$ cat config.mk
export PLATFORM = sky130hd
export DESIGN_NAME = cdt_timer
export DESIGN_NICKNAME = d
export VERILOG_FILES = /design/src/rtl/cdt_pkg.sv /design/src/rtl/cdt_prescale.sv /design/src/rtl/cdt_counter.sv /design/src/rtl/cdt_regs.sv /design/src/rtl/cdt_timer.sv
export SDC_FILE = /design/constraint.sdc
export NUM_CORES = 1
export LEC_CHECK = 0
export CAP_MARGIN = 20
export CORE_MARGIN = 2
export CORE_UTILIZATION = 27
export CTS_CLUSTER_DIAMETER = 50
export DETAILED_ROUTE_END_ITERATION = 10
export DONT_BUFFER_PORTS = 1
export GPL_TIMING_DRIVEN = 0
export HOLD_SLACK_MARGIN = 0.15
export PLACE_DENSITY = 0.4
export SLEW_MARGIN = 15
export SYNTH_ARGS = -nofsm -noshare
export SYNTH_HDL_FRONTEND = slang
export SYNTH_HIERARCHICAL = 1
export SYNTH_SLANG_ARGS = --single-unit
$ cat constraint.sdc
create_clock -name clk -period 4.74 [get_ports clk]
set_input_delay 0.948 -clock clk [delete_from_list [all_inputs] [get_ports clk]]
set_output_delay 0.948 -clock clk [all_outputs]
set_load 0.05 [all_outputs]
$ cat src/rtl/cdt_pkg.sv
package cdt_pkg;
  localparam int unsigned ADDR_W = 5;

  localparam logic [ADDR_W-1:0] OFS_START_LO = 5'h00;
  localparam logic [ADDR_W-1:0] OFS_COUNT_LO = 5'h08;
  localparam logic [ADDR_W-1:0] OFS_DIVISOR  = 5'h10;
  localparam logic [ADDR_W-1:0] OFS_CONTROL  = 5'h14;
  localparam logic [ADDR_W-1:0] OFS_IRQ_CLR  = 5'h18;
  localparam int unsigned       OFS_STRIDE   = 4;

  localparam int unsigned CTL_RUN_BIT    = 1;
  localparam int unsigned CTL_REPEAT_BIT = 0;
endpackage

$ cat src/rtl/cdt_prescale.sv
module cdt_prescale #(
  parameter int unsigned PW = 16
) (
  input  logic          clk,
  input  logic          rst,
  input  logic          run,
  input  logic          restart,
  input  logic [PW-1:0] divisor,
  output logic          tick
);
  logic [PW-1:0] phase_q;
  logic          div_ok;

  assign div_ok = (divisor != '0);
  assign tick   = run && div_ok && (phase_q >= divisor - 1'b1);

  always_ff @(posedge clk) begin
    if (rst) begin
      phase_q <= '0;
    end else if (restart) begin
      phase_q <= '0;
    end else if (run && div_ok) begin
      phase_q <= tick ? '0 : phase_q + 1'b1;
    end
  end

  // zero divisor leaves the prescaler frozen
  p_zero_div_frozen_r8: assert property (@(posedge clk) disable iff (rst)
    (divisor == '0 && !restart) |=> $stable(phase_q));

  // restart puts the phase back to its origin
  p_restart_phase_r3: assert property (@(posedge clk) disable iff (rst)
    restart |=> (phase_q == '0));
endmodule

$ cat src/rtl/cdt_counter.sv
module cdt_counter #(
  parameter int unsigned CW = 32
) (
  input  logic          clk,
  input  logic          rst,
  input  logic          start,
  input  logic          enable,
  input  logic          periodic,
  input  logic          tick,
  input  logic [CW-1:0] preload,
  output logic [CW-1:0] count,
  output logic          run,
  output logic          zero_evt
);
  logic [CW-1:0] count_q;
  logic          spent_q;
  logic          last_step;

  assign run       = enable && !spent_q;
  assign last_step = (count_q <= CW'(1));
  assign zero_evt  = tick && last_step;
  assign count     = count_q;

  always_ff @(posedge clk) begin
    if (rst) begin
      count_q <= '0;
      spent_q <= 1'b0;
    end else if (start) begin
      count_q <= preload;
      spent_q <= 1'b0;
    end else if (tick) begin
      if (last_step) begin
        if (periodic) begin
          count_q <= preload;
        end else begin
          count_q <= '0;
          spent_q <= 1'b1;
        end
      end else begin
        count_q <= count_q - 1'b1;
      end
    end
  end

  // enabling copies the start value
  p_start_loads_r3: assert property (@(posedge clk) disable iff (rst)
    start |=> (count_q == $past(preload)));

  // ordinary tick lowers the count by one
  p_step_down_r4: assert property (@(posedge clk) disable iff (rst)
    (tick && !start && !last_step) |=> (count_q == $past(count_q) - 1'b1));

  // spent single-run counter stays at zero
  p_oneshot_rests_r5: assert property (@(posedge clk) disable iff (rst)
    (spent_q && !start) |=> (count_q == '0));

  // repeating expiry reloads
  p_periodic_reload_r6: assert property (@(posedge clk) disable iff (rst)
    (zero_evt && periodic && !start) |=> (count_q == $past(preload)));

  // stopped counter holds
  p_hold_stopped_r9: assert property (@(posedge clk) disable iff (rst)
    (!enable && !start) |=> $stable(count_q));
endmodule

$ cat src/rtl/cdt_regs.sv
module cdt_regs
  import cdt_pkg::*;
#(
  parameter int unsigned DW        = 16,
  parameter int unsigned CW        = 32,
  parameter int unsigned DIV_RESET = 1
) (
  input  logic              clk,
  input  logic              rst,
  input  logic              wr_en,
  input  logic [ADDR_W-1:0] addr,
  input  logic [DW-1:0]     wdata,
  input  logic [CW-1:0]     count,
  input  logic              zero_evt,
  output logic [DW-1:0]     rdata,
  output logic [CW-1:0]     preload,
  output logic [DW-1:0]     divisor,
  output logic              enable,
  output logic              periodic,
  output logic              start,
  output logic              irq
);
  localparam int unsigned NH = CW / DW;

  logic [DW-1:0] start_q [NH];
  logic [DW-1:0] div_q;
  logic          run_q;
  logic          rep_q;
  logic          irq_q;
  logic [DW-1:0] rd_mux;
  logic          clr_hit;

  for (genvar h = 0; h < NH; h++) begin : g_start_half
    always_ff @(posedge clk) begin
      if (rst) begin
        start_q[h] <= '0;
      end else if (wr_en && addr == ADDR_W'(OFS_START_LO + OFS_STRIDE * h)) begin
        start_q[h] <= wdata;
      end
    end
    assign preload[h*DW +: DW] = start_q[h];
  end

  assign start   = wr_en && (addr == OFS_CONTROL) && wdata[CTL_RUN_BIT] && !run_q;
  assign clr_hit = wr_en && (addr == OFS_IRQ_CLR);

  always_ff @(posedge clk) begin
    if (rst) begin
      div_q <= DW'(DIV_RESET);
      run_q <= 1'b0;
      rep_q <= 1'b0;
    end else if (wr_en) begin
      if (addr == OFS_DIVISOR) div_q <= wdata;
      if (addr == OFS_CONTROL) begin
        run_q <= wdata[CTL_RUN_BIT];
        rep_q <= wdata[CTL_REPEAT_BIT];
      end
    end
  end

  always_ff @(posedge clk) begin
    if (rst)           irq_q <= 1'b0;
    else if (zero_evt) irq_q <= 1'b1;
    else if (clr_hit)  irq_q <= 1'b0;
  end

  always_comb begin
    rd_mux = '0;
    for (int h = 0; h < NH; h++) begin
      if (addr == ADDR_W'(OFS_START_LO + OFS_STRIDE * h)) rd_mux = start_q[h];
      if (addr == ADDR_W'(OFS_COUNT_LO + OFS_STRIDE * h)) rd_mux = count[h*DW +: DW];
    end
    if (addr == OFS_DIVISOR) rd_mux = div_q;
    if (addr == OFS_CONTROL) begin
      rd_mux[CTL_RUN_BIT]    = run_q;
      rd_mux[CTL_REPEAT_BIT] = rep_q;
    end
  end

  always_ff @(posedge clk) begin
    if (rst) rdata <= '0;
    else     rdata <= rd_mux;
  end

  assign divisor  = div_q;
  assign enable   = run_q;
  assign periodic = rep_q;
  assign irq      = irq_q;

  // expiry sets the interrupt even against a clear
  p_set_wins_r7: assert property (@(posedge clk) disable iff (rst)
    zero_evt |=> irq_q);

  // a lone clear write drops it
  p_clear_drops_r7: assert property (@(posedge clk) disable iff (rst)
    (clr_hit && !zero_evt) |=> !irq_q);

  // reserved control bits read zero
  p_ctrl_reserved_r2: assert property (@(posedge clk) disable iff (rst)
    (addr == OFS_CONTROL) |=> (rdata[DW-1:2] == '0));
endmodule

$ cat src/rtl/cdt_timer.sv
module cdt_timer #(
  parameter int unsigned DW        = 16,
  parameter int unsigned DIV_RESET = 1
) (
  input  logic          clk,
  input  logic          rst,
  input  logic          wr_en,
  input  logic [4:0]    addr,
  input  logic [DW-1:0] wdata,
  output logic [DW-1:0] rdata,
  output logic          irq
);
  localparam int unsigned CW = 2 * DW;

  logic [CW-1:0] preload;
  logic [CW-1:0] count;
  logic [DW-1:0] divisor;
  logic          enable;
  logic          periodic;
  logic          start;
  logic          run;
  logic          tick;
  logic          zero_evt;

  cdt_regs #(.DW(DW), .CW(CW), .DIV_RESET(DIV_RESET)) u_regs (
    .clk      (clk),
    .rst      (rst),
    .wr_en    (wr_en),
    .addr     (addr),
    .wdata    (wdata),
    .count    (count),
    .zero_evt (zero_evt),
    .rdata    (rdata),
    .preload  (preload),
    .divisor  (divisor),
    .enable   (enable),
    .periodic (periodic),
    .start    (start),
    .irq      (irq)
  );

  cdt_prescale #(.PW(DW)) u_prescale (
    .clk     (clk),
    .rst     (rst),
    .run     (run),
    .restart (start),
    .divisor (divisor),
    .tick    (tick)
  );

  cdt_counter #(.CW(CW)) u_counter (
    .clk      (clk),
    .rst      (rst),
    .start    (start),
    .enable   (enable),
    .periodic (periodic),
    .tick     (tick),
    .preload  (preload),
    .count    (count),
    .run      (run),
    .zero_evt (zero_evt)
  );
endmodule

=== Word-level counts from Yosys, hierarchy flattened ===
Memories as Yosys holds them, arrays and structs flattened.
Cells that the tools add are included.
Widths: inputs -> output; s select.

* Multiplexer cells: 23
* Eq/ne operators: 6
* Magnitude comparators: 2
* Multipliers: 0
* Divide/modulo/power cells: 0
* Reductions and logical operators: 20
* Add/subtract/negate cells: 3
* Shift operators: 0
* Bitwise gates (word level): 3

{| class="wikitable"
|+ Operators with widths
! kind !! number
|-
| $mux 16 || 8
|-
| $mux 32 || 4
|-
| $le 32x1->1 const B || 1
|-
| $sub 32x1->32 const B || 1
|-
| $add 16x1->16 const B || 1
|-
| $ge 16x16->1 || 1
|-
| $reduce_bool 16->1 || 1
|-
| $sub 16x1->16 const B || 1
|-
| $eq 5x5->1 const B || 3
|-
| $eq 5x4->1 const B || 2
|-
| $logic_and 1x1->1 || 10
|-
| $mux 1 || 10
|-
| $eq 5x3->1 const B || 1
|-
| $logic_not 5->1 || 1
|-
| $reduce_and 2->1 || 2
|-
| $reduce_bool 2->1 || 2
|-
| $reduce_and 3->1 || 1
|-
| $logic_not 1->1 || 2
|-
| $mux 2 || 1
|-
| $or 1x1->1 || 2
|-
| $reduce_or 2->1 || 1
|-
| $not 1->1 || 1
|}

* Input port bits: 24
* Register bits: 84
* Bits in latches: 0
* Logic and storage cells: 66
* RAM bits: 32
* Bits in read-only memories: 0
* Output and inout port bits: 17
* Memories: 1

{| class="wikitable"
|+ Memory list
! name !! words !! width !! rd ports !! clocked after memory_dff !! wr ports !! line !! source
|-
| u_regs.start_q || 2 || 16 || 2 || 0 || 2 || cdt_regs.sv:25 || <nowiki>logic [DW-1:0] start_q [NH];</nowiki>
|}

=== Longest topological paths before layout ===
Gate-level depths: netlist of the first run.

* Depth after elaboration: 7
* Gate-level depth with buffers: 18
* Mapped depth without buffers: 17

=== By module ===
The synthesis of the first run kept the hierarchy.

{| class="wikitable"
|+ Modules (own cells, without submodules)
! module !! instances !! sequential area each (µm²) !! area an instance (µm²) !! cells each
|-
| cdt_regs || 1 || 1661.6 || 3265.6 || 348
|-
| cdt_counter || 1 || 660.6 || 2270.9 || 307
|-
| cdt_prescale || 1 || 320.3 || 1530.2 || 170
|}

=== Worst setup path after synthesis of the first run ===
OpenSTA, ideal clock, no wires.

* Path kind: register to register
* Start: register u_regs.div_q[0] (netlist: u_regs/divisor[0])
* End: register u_counter.count_q[13] (netlist: u_counter/count[13])
* Buffers on the path: 2
* Arrival: 3.838 ns
* Required time: 4.623 ns
* Library setup time: 0.117 ns
* Stages on the path, launching flop included: 17
* Clock period less this slack: 3.955 ns
* Slack: 0.785 ns
* Path through: dfxtp_1 inv_1 ha_1 nor3b_2 nand4b_4 or3_2 xor2_1 ha_1 nand4_1 nor3_1 a211oi_1 a21oi_1 clkbuf_1 nor2_1 clkbuf_1 a211oi_1 o22a_1

* Longest elaborated chain between the ends: 4
* Elaborated cells between the ends (all ways): 6
* Those cells by class: add/sub: 1; order compare: 1; reduce/logical: 4

{| class="wikitable"
|+ Ends and longest elaborated chain
! item !! line !! source
|-
| from (decl) || cdt_regs.sv:26 || <nowiki>logic [DW-1:0] div_q;</nowiki>
|-
| from (signal assigned) || cdt_regs.sv:49 || <nowiki>div_q <= DW'(DIV_RESET);</nowiki>
|-
| from (signal assigned) || cdt_regs.sv:53 || <nowiki>if (addr == OFS_DIVISOR) div_q <= wdata;</nowiki>
|-
| $sub 16x1->16 / $reduce_bool 16->1 (equally long branches) || cdt_prescale.sv:15, cdt_prescale.sv:14 ||
|-
| $ge 16x16->1 / $logic_and 1x1->1 (equally long branches) || cdt_prescale.sv:15 || <nowiki>assign tick = run && div_ok && (phase_q >= divisor - 1'b1);</nowiki>
|-
| $logic_and 1x1->1 * || cdt_prescale.sv:15 ||
|-
| net tick || cdt_timer.sv:22 || <nowiki>logic tick;</nowiki>
|-
| $reduce_bool 2->1 (no source line) * || -- ||
|-
| to (signal assigned) || cdt_counter.sv:29 || <nowiki>count_q <= preload;</nowiki>
|-
| to (signal assigned) || cdt_counter.sv:34 || <nowiki>count_q <= preload;</nowiki>
|-
| to (signal assigned) || cdt_counter.sv:40 || <nowiki>count_q <= count_q - 1'b1;</nowiki>
|-
| to (decl) || cdt_counter.sv:15 || <nowiki>logic [CW-1:0] count_q;</nowiki>
|}

The timed path passes the listed nets; every way through them passes the cells marked *.
A chain may end at the register's enable or synchronous reset.

=== Worst setup path in the final report of the first run ===
* Start: register u_regs.div_q[0] (netlist: u_regs/divisor[0])
* End: register u_counter.count_q[31] (netlist: u_counter/count[31])

The elaborated chain is that of the path after synthesis.

==> results.md, run 1 <==
* Core Area at 0.0259 mm²
* Clk root buf: clkbuf_16
* Layout Nets at 890
* Total Wirelength at 25500 µm
* Area delta synth->final at 14.9%
* CTS tree: done
* Hold Path Class: reg -> reg
* Detailed placement HPWL at 19600 µm
* Final Core Density at 31.3%
* Power Density at 321 mW/mm²
* DRT antenna net count at 0
* Syn Nets at 869
* Leading area contributor after synthesis: dfxtp_1
* Setup ws final at 0.294 ns
* Worst Tran Pin Value at 1.04 ns
* Reg clk slew, reported paths at 0.06 ns
* Clock Tree Buf Depth at 2
* Width of the die at 166 µm
* Hold buffer count at cts at 0
* Final global-route overflow total at 0
* Pre-CTS setup slack at -0.673 ns
* TritonRoute pass-1 iters at 5
* First-pass GRT wire length at 39000 µm
* GPL Wtd Cong at 0.840
* Vias/cell at 5.21
* Antenna cells at 0
* Mapped Cells at 825
* CP Class: reg -> reg
* Period utilisation layout at 93.8%
* RSZ-0062 raised after global routing: false
* Minimum clock period at 4.45 ns
* Clk_lat worst skew at 0.42 ns
* Post-Synthesis Cell Area at 0.00707 mm²
* Vias after detailed routing at 6219
* Post-synth EDFFs at 32
* Outcome: finished, final reports clean
* Distinct cells, synth at 85
* Slew HR at 30.0%
* I/O pin cnt at 41
* Post-synthesis sequential area ratio at 37.4%
* Ranking of synthesized cells by area: dfxtp_1, edfxtp_1, nor2_1
* Startpoint Class: flop
* CTS Buf Count at 17
* Final-report max-slew violation count at 0
* Number of synthesized register bits at 116
* DRC at 0
* Tot GR Track Use at 18.4%
* Max rail drop VDD at 0.156 mV
* Initial core utilization at 27.3%
* 1st-iter DRT viols at 453
* Leakage at 2.94 nW
* H-Tree Depth at 4
* Ys async rst share at 0%
* Final hold vios at 0
* Largest net degree at the start of global routing at 17
* Number of global-route vias before repair at 6252
* Die Ht at 166 µm
* Max cap viols at 0
* Fmax at 0.225 GHz
* Primary FF master, synth: dfxtp_1
* Crit-path max FO at 10
* Mapped Avg Cell Area at 8.57 µm²
* YS warnings at 6
* Clock Skews at 0.0129 ns
* Antenna violations before repair at 0
* Yosys top cell area share at 23.8%
* CTS sink cnt at 116
* Avg WL per Cell at 21.3 µm
* Critical path arrival at 4.78 ns
* # rows at 59
* Required time of the critical path at 5.08 ns
* Layout cells sized above 1 at 13.3%
* Die Area at 0.0275 mm²
* Crit end category: flop
* PortBufs at 0
* # setup viols final at 0
-- kinds of logic after synthesis --
logic type | synth area share [%]
DFF | 37.4
adders and majority gates | 3.54
buffers and inverters | 5.75
and+or+nand+nor | 27.1
muxes | 1.17
xor gates and xnor gates | 4.09
AOI/OAI and AO/OA | 21.0
-- final timing paths --
| check | from | to | slack (ns) | cells past startpoint |
|---|---|---|---|---|
| hold reg to reg | u_counter/spent_q | u_counter/spent_q | 0.49 | 1 |
| setup reg to reg | u_regs/divisor[0] | u_counter/count[31] | 0.29 | 17 |
| setup / recovery | u_regs/divisor[0] | u_counter/count[31] | 0.29 | 17 |
| hold / removal | u_counter/spent_q | u_counter/spent_q | 0.49 | 1 |
-- critical path, cell delays in order, from the launching register on --
cell and delay [ns]:
dfxtp_1 0.37, inv_1 0.11, ha_1 0.19, nor3b_4 0.18, buf_4 0.18, nand4b_4 0.16, or3_2 0.45, xor2_1 0.15
ha_1 0.29, nand4_1 0.21, nor4_2 0.34, a31oi_1 0.18, a21oi_4 0.29, clkbuf_2 0.32, nor2_2 0.15, nor2_2 0.37
nand4_1 0.21, o211ai_1 0.21
-- layout by cell type, fill, tap and decap left out, types with 10 or more instances in the layout --
cell       instances
nor3_1            35
a2bb2oi_1         18
inv_1             43
a211oi_1          12
ha_1              20
buf_2             12
o21ai_0           35
and2_1            33
a31oi_1           12
clkbuf_16         17
nor2_2            12
nand3_1           19
xnor2_1           24
edfxtp_1          32
nand2_1           80
clkbuf_1          23
nor2_1            80
a21oi_1           59
o32ai_2           10
nand4_1           12
dfxtp_1           84
-- layout make-up --
type | instances | area, µm²
fillers | 2791 | 17800
multi-input cells | 616 | 4060
flip-flops and latches | 116 | 2640
clock buffers | 17 | 425
well taps | 335 | 419
plain buffers | 49 | 246
inverters | 44 | 165
clock inverters | 15 | 144
repair buffers | 2 | 15.0
-- where the power goes --
group	switching [mW]	internal, mW
Combinational	0.170	0.0801
Clock	0.541	0.736
Sequential	0.0398	1.04
Total	0.751	1.86
-- layer usage --
metal  track usage [%]  vias to the layer above  routed length (µm)
met5                 0                        -                   0
met4              4.23                        0                 333
met3              3.34                       22                 943
met2              32.4                      128               12600
met1              23.5                     3013               11600
li1                  -                     3056                   -
-- metrics by stage --
step / hold slack [ns] / cell area (µm²) / power, mW / setup TNS, ns / cells
floorplan: 0.441 / 7070 / 1.26 / 0 / 825
global placement: 0.463 / 7490 / 1.35 / -18.07 / 1160
detailed placement: 0.487 / 7490 / 1.35 / -15.26 / 1160
CTS: 0.508 / 8100 / 2.64 / 0 / 1192
global route: 0.537 / 8120 / 2.70 / 0 / 1194
finish: 0.489 / 8120 / 2.61 / 0 / 1194
-- flip-flops by register name (all words and copies together), names as in the netlist --
signal              count
u_regs/periodic         1
u_regs/divisor         16
u_regs/irq              1
u_counter/count        32
u_regs/enable           1
u_regs/rdata           16
u_regs/start_q         32
u_counter/spent_q       1
u_prescale/phase_q     16
-- synth_stat cells (6+ instances only) --
cell	instances
a21oi_1	60
nor4_1	6
or4_1	6
or3_1	6
nand3_1	19
nor2_1	82
mux2i_1	6
and2_1	33
nor2_2	10
o32ai_1	8
o21ai_0	35
nand2b_1	9
nor3_1	35
o32ai_2	10
ha_1	20
xor2_1	9
a31oi_1	12
buf_2	11
dfxtp_1	84
edfxtp_1	32
a211oi_1	13
inv_1	43
nand4_1	12
a2bb2oi_1	18
clkbuf_1	26
xnor2_1	24
nand2_1	81
-- what timing repair did --
action                                 CTS  global route
setup endpoints to repair               34            16
gates resized for setup                 11             2
endpoints found under the hold margin    0             0
buffers inserted                         0             2
Note: power is estimated with default switching activity, not from simulation.
==> run 2, diff against run 1 <==
--- a/config.mk
+++ b/config.mk
@@ -14,7 +14,6 @@
 export GPL_TIMING_DRIVEN = 0
 export HOLD_SLACK_MARGIN = 0.15
 export PLACE_DENSITY = 0.4
-export SLEW_MARGIN = 15
 export SYNTH_ARGS = -nofsm -noshare
 export SYNTH_HDL_FRONTEND = slang
 export SYNTH_HIERARCHICAL = 1
==> results of run 2 <==
Same layout as run 1: the final DEF is identical, and so are final timing and power.
==> run 3, diff against run 2 <==
--- a/config.mk
+++ b/config.mk
@@ -6,12 +6,11 @@
 export NUM_CORES = 1
 export LEC_CHECK = 0
 export CAP_MARGIN = 20
-export CORE_MARGIN = 2
+export CORE_MARGIN = 1.5
 export CORE_UTILIZATION = 27
 export CTS_CLUSTER_DIAMETER = 50
 export DETAILED_ROUTE_END_ITERATION = 10
 export DONT_BUFFER_PORTS = 1
-export GPL_TIMING_DRIVEN = 0
 export HOLD_SLACK_MARGIN = 0.15
 export PLACE_DENSITY = 0.4
 export SYNTH_ARGS = -nofsm -noshare
==> run 3 against run 2 <==
Net effect: count of clock-buffer cells in the layout grew 4; first-iteration DRC count shrank 4.2%; flip-flop and latch count is the same; die area shrank 1.2%; final cell count shrank 2.9%; clock skew shrank 0.0039 ns; combinational power shrank 13%; global-route usage grew 0.25 points; utilization shrank 0.53 points; wire length shrank 3.8%; critical endpoint is now u_counter/count[30].
==> results.md, run 3 (same netlist as run 1, synthesis figures left out) <==
* Outcome: finished, final reports clean
* PortBufs at 0
* Slew HR at 31.5%
* CTS sink cnt at 116
* Pre-CTS setup slack at 0.391 ns
* Critical path arrival at 4.70 ns
* Reg clk slew, reported paths at 0.06 ns
* Met3 WL post-DR at 934 µm
* Power Density at 325 mW/mm²
* Max rail drop VDD at 0.255 mV
* Hold Path Class: reg -> reg
* Width of the die at 165 µm
* Int Power at 1.91 mW
* Initial core utilization at 27.4%
* Final hold vios at 0
* Cell Chain, Critical Path: inv_1 > ha_1 > nor3b_2 > buf_4 > nand4b_4 > or3_2 > xor2_1 > ha_1 > nand4_1 > nor3_1 > a211oi_1 > a21oi_2 > inv_1 > nand2_1 > buf_4 > nor2_1 > nor2_1 > a32o_1
* Hold buffer count at cts at 0
* Minimum clock period at 4.39 ns
* Worst Tran Pin Value at 1.03 ns
* Commonest cells after routing, fill and taps aside: dfxtp_1, nor2_1, nand2_1, a21oi_1, inv_1
* Clock power frac at 49.9%
* Layout cells sized above 1 at 12.0%
* RSZ-0062 raised after global routing: false
* Crit end category: flop
* Vias/cell at 5.24
* DRC at 0
* Largest net degree at the start of global routing at 71
* Required time of the critical path at 5.05 ns
* Die Area at 0.0272 mm²
* Detailed placement HPWL at 17700 µm
* Core Area at 0.0258 mm²
* Total Wirelength at 24500 µm
* GPL Wtd Cong at 0.828
* # rows at 59
* CP peak stage delay at 0.51 ns
* Max cap viols at 0
* Layout Nets at 855
* Antenna cells at 0
* Leakage at 2.89 nW
* I/O pin cnt at 41
* Hold_ws at 0.508 ns
* Area delta synth->final at 12.6%
* TritonRoute pass-1 iters at 5
* Number of global-route vias before repair at 6045
* Reg power frac at 41.7%
* Met2 WL post-DR at 12000 µm
* Post-cts sizing count at 0
* Setup bufs post-CTS at 0
* Antenna violations before repair at 0
* Commonest non-fill, non-tap cell in the layout: dfxtp_1
* Final Core Density at 30.8%
* Avg WL per Cell at 21.1 µm
* Clk root buf: clkbuf_16
* 1st-iter DRT viols at 434
* Final global-route overflow total at 0
* Setup ws final at 0.351 ns
* Final-report max-slew violation count at 0
* Net Sw Power at 0.676 mW
* Period utilisation layout at 92.6%
* Switching Fraction at 26.1%
* DRT antenna net count at 0
* Startpoint Class: flop
* Fmax at 0.228 GHz
* Vias after detailed routing at 6077
* Highest routed layer: met4
* CTS tree: done
* H-Tree Depth at 4
* Filler cell count at 2771
* Met1 wire length at 11300 µm
* Clock Tree Buf Depth at 2
* Clock Skews at 0.00895 ns
* # setup viols final at 0
* Tot GR Track Use at 18.7%
* Setup TNS at 0 ns
* CP max stage cell: a211oi_1
* CP Class: reg -> reg
* Die Ht at 165 µm
* Comb pwr share at 8.4%
* CTS Buf Count at 17
* First-pass GRT wire length at 37500 µm
* Clk_lat worst skew at 0.43 ns
* Crit-path max FO at 10
run 3: changes by cell type in the layout (fill, tap and decap cells not counted), moves of 3 or more:
cell      delta
buf_4       +12
buf_6        -4
clkbuf_2     -5
buf_2       -12
clkbuf_1    -22
buf_1        -3
inv_6        -5
run 3: stage by stage:
step	cells	total power [mW]	cell area [µm²]
after floorplan	825	1.26	7070
after global placement	1126	1.32	7360
after detailed placement	1127	1.32	7370
after CTS	1159	2.62	7960
after global routing	1159	2.68	7960
final	1159	2.59	7960
run 3: critical path: cells and delay by family (launching register included):
family | cells | cell delay [ns]
AO/OA/AOI/OAI | 3 | 0.92
XOR/XNOR | 1 | 0.15
adder cells (fa/ha/maj) | 2 | 0.48
buffers and inverters | 4 | 0.81
flip-flops | 1 | 0.34
AND/OR/NAND/NOR | 8 | 1.53
run 3: layer usage:
metal / vias up / global-route usage, %
li1: 2965 / -
met5: - / 0
met4: 0 / 5.12
met2: 125 / 31.3
met3: 22 / 3.04
met1: 2965 / 24.8
run 3: final timing paths:
path / depth (start not counted) / slack (ns) / endpoint / from
min reg2reg: 2 / 0.51 / u_regs/divisor[1] / u_regs/divisor[1]
max: 18 / 0.35 / u_counter/count[30] / u_regs/divisor[0]
max reg2reg: 18 / 0.35 / u_counter/count[30] / u_regs/divisor[0]
min: 2 / 0.51 / u_regs/divisor[1] / u_regs/divisor[1]
run 3: power groups by stage:
| stage | clock network, mW | logic, mW | registers [mW] |
|---|---|---|---|
| CTS | 1.32 | 0.217 | 1.08 |
| global route | 1.36 | 0.238 | 1.08 |
| detailed placement | 0 | 0.216 | 1.10 |
| global placement | 0 | 0.220 | 1.10 |
| finish | 1.29 | 0.217 | 1.08 |
| floorplan | 0 | 0.174 | 1.09 |
run 3: layout make-up:
class / instances / area (µm²) / area share [%]
sequential: 116 / 2640 / 33.2
inverter: 44 / 165 / 2.07
clock buffer: 21 / 493 / 6.19
timing repair buffer: 16 / 124 / 1.56
multi-input combinational: 616 / 4020 / 50.5
tap: 335 / 419 / 5.27
clock inverter: 11 / 95.1 / 1.19
